## src/rtl/std_hunt_pkg.sv

```systemverilog
package std_hunt_pkg;
  typedef enum logic [1:0] {
    STD_422_270 = 2'b00,
    STD_422_360 = 2'b01,
    STD_NTSC    = 2'b10,
    STD_PAL     = 2'b11
  } std_code_e;

  function automatic std_code_e next_code(input std_code_e c);
    return std_code_e'(c + 2'd1);
  endfunction
endpackage

```

## src/rtl/hunt_timer.sv

```systemverilog
module hunt_timer #(
  parameter int PERIOD_W = 16
) (
  input  logic                clk,
  input  logic                rst_n,
  input  logic                run,
  input  logic [PERIOD_W-1:0] hunt_len,
  output logic                tick
);
  localparam logic [PERIOD_W-1:0] ONE = PERIOD_W'(1);

  logic [PERIOD_W-1:0] tmr;
  logic [PERIOD_W-1:0] last;

  function automatic logic [PERIOD_W-1:0] last_count(input logic [PERIOD_W-1:0] len);
    return (len == '0) ? '0 : len - ONE;
  endfunction

  assign last = last_count(hunt_len);
  assign tick = run && (tmr >= last);

  always_ff @(posedge clk) begin
    if (!rst_n)      tmr <= '0;
    else if (!run)   tmr <= '0;
    else if (tick)   tmr <= '0;
    else             tmr <= tmr + ONE;
  end

  assert_timer_cleared_R4: assert property (@(posedge clk) disable iff (!rst_n)
    !run |=> (tmr == '0));
  assert_timer_no_tick_idle_R5: assert property (@(posedge clk) disable iff (!rst_n)
    !run |-> !tick);
endmodule

```

## src/rtl/lock_watch.sv

```systemverilog
module lock_watch #(
  parameter int LOCK_W = 4
) (
  input  logic              clk,
  input  logic              rst_n,
  input  logic              preamble_ok,
  input  logic              period_tick,
  input  logic [LOCK_W-1:0] lock_periods,
  output logic              locked
);
  localparam logic [LOCK_W-1:0] ONE = LOCK_W'(1);

  logic [LOCK_W-1:0] left;

  function automatic logic [LOCK_W-1:0] window_load(input logic [LOCK_W-1:0] n);
    return (n == '0) ? ONE : n;
  endfunction

  assign locked = (left != '0);

  always_ff @(posedge clk) begin
    if (!rst_n)                    left <= '0;
    else if (preamble_ok)          left <= window_load(lock_periods);
    else if (period_tick && locked) left <= left - ONE;
  end

  assert_pulse_locks_R6: assert property (@(posedge clk) disable iff (!rst_n)
    preamble_ok |=> locked);
  assert_window_holds_R6: assert property (@(posedge clk) disable iff (!rst_n)
    (locked && !period_tick && !preamble_ok) |=> locked);
endmodule

```

## src/rtl/code_counter.sv

```systemverilog
module code_counter
  import std_hunt_pkg::*;
(
  input  logic      clk,
  input  logic      rst_n,
  input  logic      step,
  output std_code_e code
);
  always_ff @(posedge clk) begin
    if (!rst_n)    code <= STD_422_270;
    else if (step) code <= next_code(code);
  end

  assert_step_by_one_R2: assert property (@(posedge clk) disable iff (!rst_n)
    !$stable(code) |-> (code == std_code_e'($past(code) + 2'd1)));
  assert_hold_no_step_R2: assert property (@(posedge clk) disable iff (!rst_n)
    !step |=> $stable(code));
endmodule

```

## src/rtl/std_hunt_sel.sv

```systemverilog
module std_hunt_sel
  import std_hunt_pkg::*;
#(
  parameter int PERIOD_W = 16,
  parameter int LOCK_W   = 4
) (
  input  logic                clk,
  input  logic                rst_n,
  input  logic                carrier_ok,
  input  logic                preamble_ok,
  input  logic [PERIOD_W-1:0] hunt_len,
  input  logic [LOCK_W-1:0]   lock_periods,
  output logic                sel_hi,
  output logic                sel_lo
);
  logic      timer_run;
  logic      period_tick;
  logic      locked;
  logic      step;
  std_code_e code;

  assign timer_run = carrier_ok && !preamble_ok;
  assign step      = period_tick && !locked;

  hunt_timer #(.PERIOD_W(PERIOD_W)) u_timer (
    .clk(clk), .rst_n(rst_n), .run(timer_run),
    .hunt_len(hunt_len), .tick(period_tick)
  );

  lock_watch #(.LOCK_W(LOCK_W)) u_lock (
    .clk(clk), .rst_n(rst_n), .preamble_ok(preamble_ok),
    .period_tick(period_tick), .lock_periods(lock_periods), .locked(locked)
  );

  code_counter u_code (
    .clk(clk), .rst_n(rst_n), .step(step), .code(code)
  );

  assign sel_hi = code[1];
  assign sel_lo = code[0];

  assert_no_step_without_carrier_R4: assert property (@(posedge clk) disable iff (!rst_n)
    !carrier_ok |=> $stable({sel_hi, sel_lo}));
  assert_no_step_on_pulse_R5: assert property (@(posedge clk) disable iff (!rst_n)
    preamble_ok |=> $stable({sel_hi, sel_lo}));
  assert_no_step_while_locked_R6: assert property (@(posedge clk) disable iff (!rst_n)
    locked |=> $stable({sel_hi, sel_lo}));
endmodule

```

## config.mk

```make
export PLATFORM = sky130hd
export DESIGN_NAME = std_hunt_sel
export DESIGN_NICKNAME = d
export VERILOG_FILES = /design/src/rtl/std_hunt_pkg.sv /design/src/rtl/hunt_timer.sv /design/src/rtl/lock_watch.sv /design/src/rtl/code_counter.sv /design/src/rtl/std_hunt_sel.sv
export SDC_FILE = /design/constraint.sdc
export NUM_CORES = 1
export LEC_CHECK = 0
export ABC_AREA = 1
export BUFFER_PORTS_ARGS = -buffer_cell sky130_fd_sc_hd__buf_2
export CAP_MARGIN = 20
export CORE_UTILIZATION = 35
export DETAILED_ROUTE_END_ITERATION = 7
export PLACE_DENSITY = 0.52
export SLEW_MARGIN = 30
export SYNTH_ARGS = -nofsm -noshare
export SYNTH_HDL_FRONTEND = slang
export SYNTH_SLANG_ARGS = --single-unit
```

## constraint.sdc

```tcl
create_clock -name clk -period 5.9 [get_ports clk]
set_input_delay 0.295 -clock clk [delete_from_list [all_inputs] [get_ports clk]]
set_output_delay 0.295 -clock clk [all_outputs]
set_load 0.02 [all_outputs]
```

; ---- Yosys cells after proc, flatten, opt, wreduce, memory -nomap -nowiden
; Index checks and enable logic that the tools add are counted.
[word_totals]
out_inout_bits = 2
elab_cells = 25
input_bits = 24
reg_bits = 22
[op_classes]
bitwise = 2
reduce_logical = 11
mux = 4
addsub = 4
magnitude_cmp = 1
[op_table]
columns = op, n
row1 = "adder 16 x 1 -> 16 bit, second input constant", 1
row2 = greater-or-equal comparator 16 bit, 1
row3 = logical NOT 16 bit, 1
row4 = 2-to-1 mux 16 bit, 1
row5 = "subtractor 16 x 1 -> 16 bit, second input constant", 1
row6 = 2-to-1 mux 4 bit, 3
row7 = logical AND 1 bit, 4
row8 = logical NOT 4 bit, 1
row9 = nonzero test 4 bit, 1
row10 = "subtractor 4 x 1 -> 4 bit, second input constant", 1
row11 = OR reduction 3 bit, 1
row12 = "adder 2 x 1 -> 2 bit, second input constant", 1
row13 = logical NOT 1 bit, 2
row14 = inverter 1 bit, 2
row15 = nonzero test 2 bit, 1

; ---- Logic depth before layout (Yosys ltp)
; Gate-level depths: netlist of the first run.
[logic_depth]
ltp_word = 7
mapped_depth = 22

; ---- By module
; From an unflattened synthesis of the first run, not the netlist that was laid out.
[hier_totals]
hier_cells = 319
area_unflattened_um2 = 2120.8
[by_module_without_submodules]
columns = mod, seq_area_each_um2, cells_each, area_per_inst_um2, instances
row1 = hunt_timer, 320.3, 254, 1725.4, 1
row2 = lock_watch, 80.1, 51, 302.8, 1
row3 = code_counter, 40.0, 10, 72.6, 1
row4 = std_hunt_sel, 0.0, 4, 20.0, 1

; ---- Worst setup path after synthesis of the first run
; OpenSTA, ideal clock, no wires.
[synth_path]
kind = input port to flip-flop
startpoint = in hunt_len[0]
endpoint = reg u_timer.tmr[13]
t_required_ps = 5827
arrival_ps = 2318
slack_ps = 3509
path_stages = 20
path_cell_list = inv_2 > ha_1 > nand3_1 > nor4_4 > inv_2 > buf_6 > nand2_1 > ha_1 > nand2_1 > inv_1 > nand2_1 > nand2_1 > nor2_1 > nand2_1 > nand2_1 > nand2_2 > nand2_2 > nand3_4 > buf_6 > nor3_2
[synth_via]
elab_chain_len = 5
elab_cells_between_ends = 6
classes_between = 1 x add/sub / 1 x order compare / 1 x mux / 3 x reduce/logical
[synth_lines]
columns = element, line
row1 = "start, declared", std_hunt_sel.sv:11  ; input logic [PERIOD_W-1:0] hunt_len,
row2 = subtractor 16 x 1 -> 16 bit / logical NOT 16 bit (equally long branches), hunt_timer.sv:16  ; return (len == '0) ? '0 : len - ONE;
row3 = 2-to-1 mux 16 bit (*), hunt_timer.sv:16
row4 = greater-or-equal comparator 16 bit (*), hunt_timer.sv:20  ; assign tick = run && (tmr >= last);
row5 = logical AND 1 bit (*), hunt_timer.sv:20
row6 = OR reduction 3 bit (no source line) (*), n/a
row7 = "end signal, assigned", hunt_timer.sv:26  ; else tmr <= tmr + ONE;
row8 = "end, declared", hunt_timer.sv:12  ; logic [PERIOD_W-1:0] tmr;
; Mark *: on every way between the ends. The rest lies on a longest branch, timed or not.
; A chain may end at the register's enable or synchronous reset.

; ---- Final worst setup path of the first run
[layout_path]
startpoint = in hunt_len[2]
endpoint = reg u_timer.tmr[4]
; Same word-level chain as after synthesis.

==> impl_metrics.ini, run 1 <==
[route]
drt_iter0_drc = 19
drt-pass1-iter-count = 4
postRouteAntennaNets = 0
wl_mm = 3.75
viasPerCell = 4.62
drc_errors = 0
wl_per_cell_um = 10.1
via_count = 1723

[clock_tree]
clk_pin_slew_ns = 0.08
ctsResizeCount = 0
cts_tree = done
cts_root_buffer = clkbuf_8
cts-hold-fix-buffers = 0
insertion_delay_ns = 0.25
numCtsBuffers = 3
clock_sinks = 22
post_cts_buffers = 0
cts_buffer_depth = 2
h-tree-depth = 1

[power_and_ir_drop]
powerDensity_nw_per_um2 = 136
p_total_mw = 0.300
p_int_mw = 0.220
seqPwrFrac = 0.509
ir_drop_uv = 111
power.leakage_nw = 1.04
power_frac_comb = 0.192
clkPwrFrac = 0.299
p_sw_mw = 0.0805
swShare = 0.268

[layout]
drive_gt1_frac = 0.224
area_delta_synth_final_pct = 11.7
fillers = 574
n_antenna_cell = 0
final_net_count = 349
postLayoutCoreUtil = 0.418

[setup_path]
critPathCaptureType = flop
cpMaxStageDelayCell = ha_1
critPathMostFrequentCell = nand2_2
ff2ff_path_depth = 12
r2r-start = u_timer.tmr[7]
cp_max_fo = 16
crit_type = in -> reg
worstPathCellList = buf_2 -> nor2_2 -> nand2_2 -> nor3_4 -> nand2_2 -> nor2_4 -> nand2_2 -> nor3_2 -> or2_2 -> nand3_2 -> ha_1 -> a21oi_1 -> o21ai_0 -> a21oi_1 -> nand2_2 -> nand2_2 -> nand3_4 -> nor3b_1
reg2reg_to = u_timer.tmr[4]
critPathMaxStageDelay_ns = 0.29
cp-start-kind = input pin
reg2reg_slack_ns = 3.99
cp.arrival_ns = 2.70
cp.required_ns = 6.07

[timing]
setup_violations = 0
finalCritPeriodShare = 0.428
fin_tns_setup_ns = 0
finClkSkew_ns = 0.00411
max_slew.worst_pin.slew_ns = 0.500
max_freq_ghz = 0.396
period_needed_ns = 2.52
relSlewSlack = 0.665
hold_viol = 0
rsz0062_at_grt = no
slew_violations = 0
setup_slack_ns = 3.38

[floorplanning]
initial_core_util = 0.374
die_w_um = 77.0
row_count = 26
die_height_um = 77.0
io_pins = 26
die_area_um2 = 5930
coreArea_um2 = 5270

[global_routing]
grt_usage = 0.140
grt_pass1_vias = 1647
grt_start_max_net_pins = 17
antenna_found_initial = 0
grt-ovfl-total = 0
grt_pass1_wl_mm = 6.82

[synthesis]
synth.avg_cell_area_um2 = 7.11
syn_area_um2 = 1970
ys_seq_area_frac = 0.223
yosys.area.top_type = dfxtp_1
yosysWarnings = 0
syn_nets = 321
ys_ff_latch = 22
synth_area_leaders = dfxtp_1, ha_1, nand2_1
synth_top_area_share = 0.223
yosys.cell_types.count = 33
syn_inst = 277

[min_path]
min_to = u_lock.left[3]
min_path_cells = 3
hp-start = rst_n
hold_class = in -> reg

[flow_run]
cap_violations = 0

[place]
dp_hpwl_mm = 3.17
dp_slack_ns = 3.05
globalplace.congestion = 0.754
port_buffers = 25

[status]
status = completed
## per-layer routing
layer / vias up / routed length [µm] / track usage
li1: 948 / - / -
met2: 25 / 1720 / 0.253
met3: 2 / 93 / 0.0119
met4: 0 / 28 / 0.0453
met1: 748 / 1910 / 0.175
met5: - / 0 / 0
## worst max path at each step
stage / start / to / slack (ns) / cells past startpoint
2_1_floorplan: hunt_len[0] / u_timer.tmr[13] / 3.51 / 20
3_3_place_gp: hunt_len[13] / u_timer.tmr[11] / 3.10 / 18
3_5_place_dp: hunt_len[13] / u_timer.tmr[4] / 3.05 / 18
4_1_cts: hunt_len[13] / u_timer.tmr[4] / 3.30 / 20
5_1_grt: hunt_len[13] / u_timer.tmr[4] / 3.04 / 20
6_report: hunt_len[2] / u_timer.tmr[4] / 3.38 / 18
## cell families after synthesis
family,after synthesis,share of synthesized area
AOI/OAI and AO/OA,27,0.0724
xor gates and xnor gates,14,0.0622
adders and majority gates,20,0.127
buffers and inverters,42,0.0876
DFF,22,0.223
and+or+nand+nor,152,0.427
## flip-flops by register name, indices dropped and copies added, names as in the netlist
signal / cells
u_timer.tmr: 16
u_lock.left: 4
u_code.code: 2
## metrics by stage
stage          cell area, µm²  hold WS [ns]  std cells
6_report                 2200         0.321        373
5_1_grt                  2200         0.338        373
4_1_cts                  2200         0.316        373
3_5_place_dp             2160         0.480        370
3_3_place_gp             2160         0.481        370
2_1_floorplan            1970         0.393        277
## power by group through the flow
stage / Combinational, mW / Sequential [mW] / Clock, mW
floorplan: 0.0380 / 0.156 / 0
global placement: 0.0579 / 0.156 / 0
detailed placement: 0.0578 / 0.156 / 0
CTS: 0.0586 / 0.153 / 0.0946
global route: 0.0672 / 0.153 / 0.103
finish: 0.0578 / 0.153 / 0.0897
## critical path, delay by kind of cell
kind | cells | cell delay, ns
simple gates | 13 | 1.61
compound gates | 3 | 0.37
fa+ha+maj | 1 | 0.29
buf+inv | 1 | 0.12
## synthesized netlist by cell type
library cell and instances:
nand2_2 7, and3_1 3, nand2_1 55, ha_1 20
nor3b_1 2, o21bai_1 1, o21ai_0 9, dfxtp_1 22
nor2_2 3, inv_1 35, buf_6 2, nor3_4 1
nor4_4 1, xor2_1 9, a31oi_1 1, nand4_1 5
a21oi_1 15, nand3b_1 1, nor3_1 9, nand3_1 11
clkinv_1 1, nor2_1 29, nor2_4 6, nand4_4 1
nand3_2 6, nor4_1 1, xnor2_1 5, a21oi_2 1
or2_0 1, or2_2 4, nor3_2 5, nand3_4 1
inv_2 4
## layout by cell type, fill, tap and decap left out, drive strengths merged
| cell type | n |
|---|---|
| nand2 | 62 |
| inv | 39 |
| nor2 | 38 |
| buf | 25 |
| dfxtp | 22 |
| ha | 20 |
| nand3 | 18 |
| a21oi | 16 |
| nor3 | 15 |
| xor2 | 9 |
| o21ai | 9 |
| nand4 | 6 |
| xnor2 | 5 |
| or2 | 5 |
| and3 | 3 |
| clkbuf | 3 |
| nor3b | 2 |
| nor4 | 2 |
| o21bai | 1 |
| nand3b | 1 |
| clkinv | 1 |
| a31oi | 1 |
## final cells by class
cell class	count	area [µm²]	share of cell area
inverters	40	150	0.0682
multi-input cells	213	1360	0.616
well taps	70	87.6	0.0398
flip-flops and latches	22	440	0.200
repair buffers	25	125	0.0568
clock buffers	3	41.3	0.0188
Note: power is estimated with default switching activity, not from simulation.
==> run 2: changes to the inputs <==
Settings changed: PLACE_DENSITY 0.52 to 0.54.
Clock period 5.9 ns to 2.1 ns, I/O delays scaled along.
==> run 2 against run 1 <==
- the run now ends with setup timing left
- clock-buffer cell count rose by 1
- worst hold slack got worse by 0.17 ns
- global-route usage rose by 2.7 points
- non-clock buffer count rose by 33
- setup slack got worse by 3.5 ns
- total power rose to 3.3 times the previous value
- register-to-register slack got worse by 3.7 ns
- die area did not move
- design area rose by 34%
- utilization rose by 14 points
- via count rose by 8.8%
- critical path depth did not move
- critical path type unchanged
- largest cell class unchanged
==> impl_metrics.ini, run 2 (same netlist as run 1, synthesis figures left out) <==
[status]
status = finished with violations
violations = setup timing

[timing]
setup_violations = 22
setup_slack_ns = -0.113
relSlewSlack = 0.428
finClkSkew_ns = 0.00697
max_freq_ghz = 0.452
slew_violations = 0
hold_viol = 0
period_needed_ns = 2.21
rsz0062_at_grt = yes
max_slew.worst_pin.slew_ns = 0.854
finalCritPeriodShare = 1.05
holdWs_ns = 0.149

[layout]
multiInputGateArea_um2 = 1790
final_area_um2 = 2960
fillers = 503
largest_register = u_timer.tmr
n_antenna_cell = 0
largest_registers = u_timer.tmr x16, u_lock.left x4, u_code.code x2
drive_gt1_frac = 0.484
final_net_count = 384
area_delta_synth_final_pct = 50.2
seqCellArea_um2 = 440
final_common_cell = nand2_1
final_cells = 409
final_cell_mix = nand2_1, inv_1, buf_4
largest_reg_flops = 16

[clock_tree]
cts_tree = done
insertion_delay_ns = 0.27
cts_root_buffer = clkbuf_8
clock_sinks = 22
h-tree-depth = 1
cts_buffer_depth = 2
clk_pin_slew_ns = 0.08
numCtsBuffers = 3
cts-hold-fix-buffers = 0

[flow_run]
cap_violations = 0

[setup_path]
ff2ff_path_depth = 13
crit_type = in -> reg
cp-start-kind = input pin
cp.required_ns = 2.29
critPathCaptureType = flop
reg2reg_to = u_code.code[0]
cp.arrival_ns = 2.41
cp_max_fo = 8
reg2reg_slack_ns = 0.31
r2r-start = u_timer.tmr[0]

[power_and_ir_drop]
power.leakage_nw = 1.31
ir_drop_uv = 186
p_sw_mw = 0.283
seqPwrFrac = 0.431
swShare = 0.284
p_int_mw = 0.712
clkPwrFrac = 0.308
powerDensity_nw_per_um2 = 336
p_total_mw = 0.996
power_frac_comb = 0.261

[global_routing]
antenna_found_initial = 0
grt-ovfl-total = 0
grt_start_max_net_pins = 13
grt_pass1_vias = 1822
grt_usage = 0.167
grt_pass1_wl_mm = 7.92

[floorplanning]
coreArea_um2 = 5270
initial_core_util = 0.374
row_count = 26
die_area_um2 = 5930
die_w_um = 77.0
io_pins = 26
die_height_um = 77.0

[min_path]
hp-start = rst_n
hold_class = in -> reg
min_path_cells = 3
min_to = u_lock.left[3]

[place]
port_buffers = 25
dp_hpwl_mm = 3.33
dp_slack_ns = -0.497
globalplace.congestion = 0.752
dpl.cell_count = 397
dpl-instance-area_um2 = 2460

[route]
viasPerCell = 4.58
postRouteAntennaNets = 0
wl_per_cell_um = 11.6
drt-pass1-iter-count = 4
wl_mm = 4.76
drc_errors = 0
via_count = 1874
drt_iter0_drc = 19
run 2: changes by cell type in the layout (fill, tap and decap cells not counted), sizes merged:
cell    change
buf        +33
bufinv      +1
clkbuf      +1
nand3       +1
run 2: power by group through the flow:
stage	sequential, mW	clock, mW	combinational (mW)
after floorplan	0.437	0	0.117
after global placement	0.439	0	0.208
after detailed placement	0.438	0	0.208
after CTS	0.429	0.318	0.243
after global routing	0.430	0.331	0.291
final	0.429	0.307	0.260
run 2: final cells by class:
class / count / share of cell area
repair buffers: 58 / 0.139
well taps: 70 / 0.0296
inverters: 40 / 0.0579
flip-flops and latches: 22 / 0.149
repair inverters: 1 / 0.00211
multi-input cells: 214 / 0.604
clock buffers: 4 / 0.0186
run 2: worst max-delay path by stage:
stage | from | endpoint | slack [ns] | cells after the start
detailed placement | hunt_len[11] | u_timer.tmr[11] | -0.50 | 16
finish | hunt_len[2] | u_timer.tmr[4] | -0.11 | 18
global placement | hunt_len[11] | u_timer.tmr[11] | -0.47 | 16
global route | hunt_len[2] | u_timer.tmr[4] | -0.29 | 18
CTS | hunt_len[2] | u_code.code[0] | -0.08 | 20
floorplan | hunt_len[11] | u_timer.tmr[13] | -0.05 | 21
run 2: through the flow:
| step | utilization | setup TNS, ns |
|---|---|---|
| after detailed placement | 0.467 | -8.98 |
| after CTS | 0.536 | -0.400 |
| after floorplan | - | -0.369 |
| after global routing | 0.562 | -5.02 |
| after global placement | 0.467 | -8.70 |
| final | 0.562 | -1.25 |
run 2: what timing repair did:
action | 4_1_cts | 5_1_grt
setup endpoints to repair | 21 | 22
resized for setup | 52 | 29
gates cloned | 2 | 0
pin swaps | 18 | 12
setup buffers | 5 | 2
run 2: layer usage:
layer | wire, µm | track usage | vias to the layer above
met5 | 0 | 0 | -
met4 | 68 | 0.0566 | 0
met3 | 116 | 0.0214 | 5
met2 | 2250 | 0.288 | 27
met1 | 2320 | 0.213 | 809
li1 | - | - | 1033
run 2: critical path: stages:
cell,delay (ns)
buf_8,0.11
nor2_4,0.09
nand2_2,0.07
nor3_4,0.14
nand2_2,0.09
nor2_4,0.15
buf_6,0.12
nand4_1,0.09
or2_1,0.24
nand3_2,0.09
ha_4,0.21
a21oi_2,0.13
o21ai_2,0.07
a21oi_2,0.15
nand2_4,0.09
nand2_4,0.10
nand3_4,0.15
nor3b_2,0.20
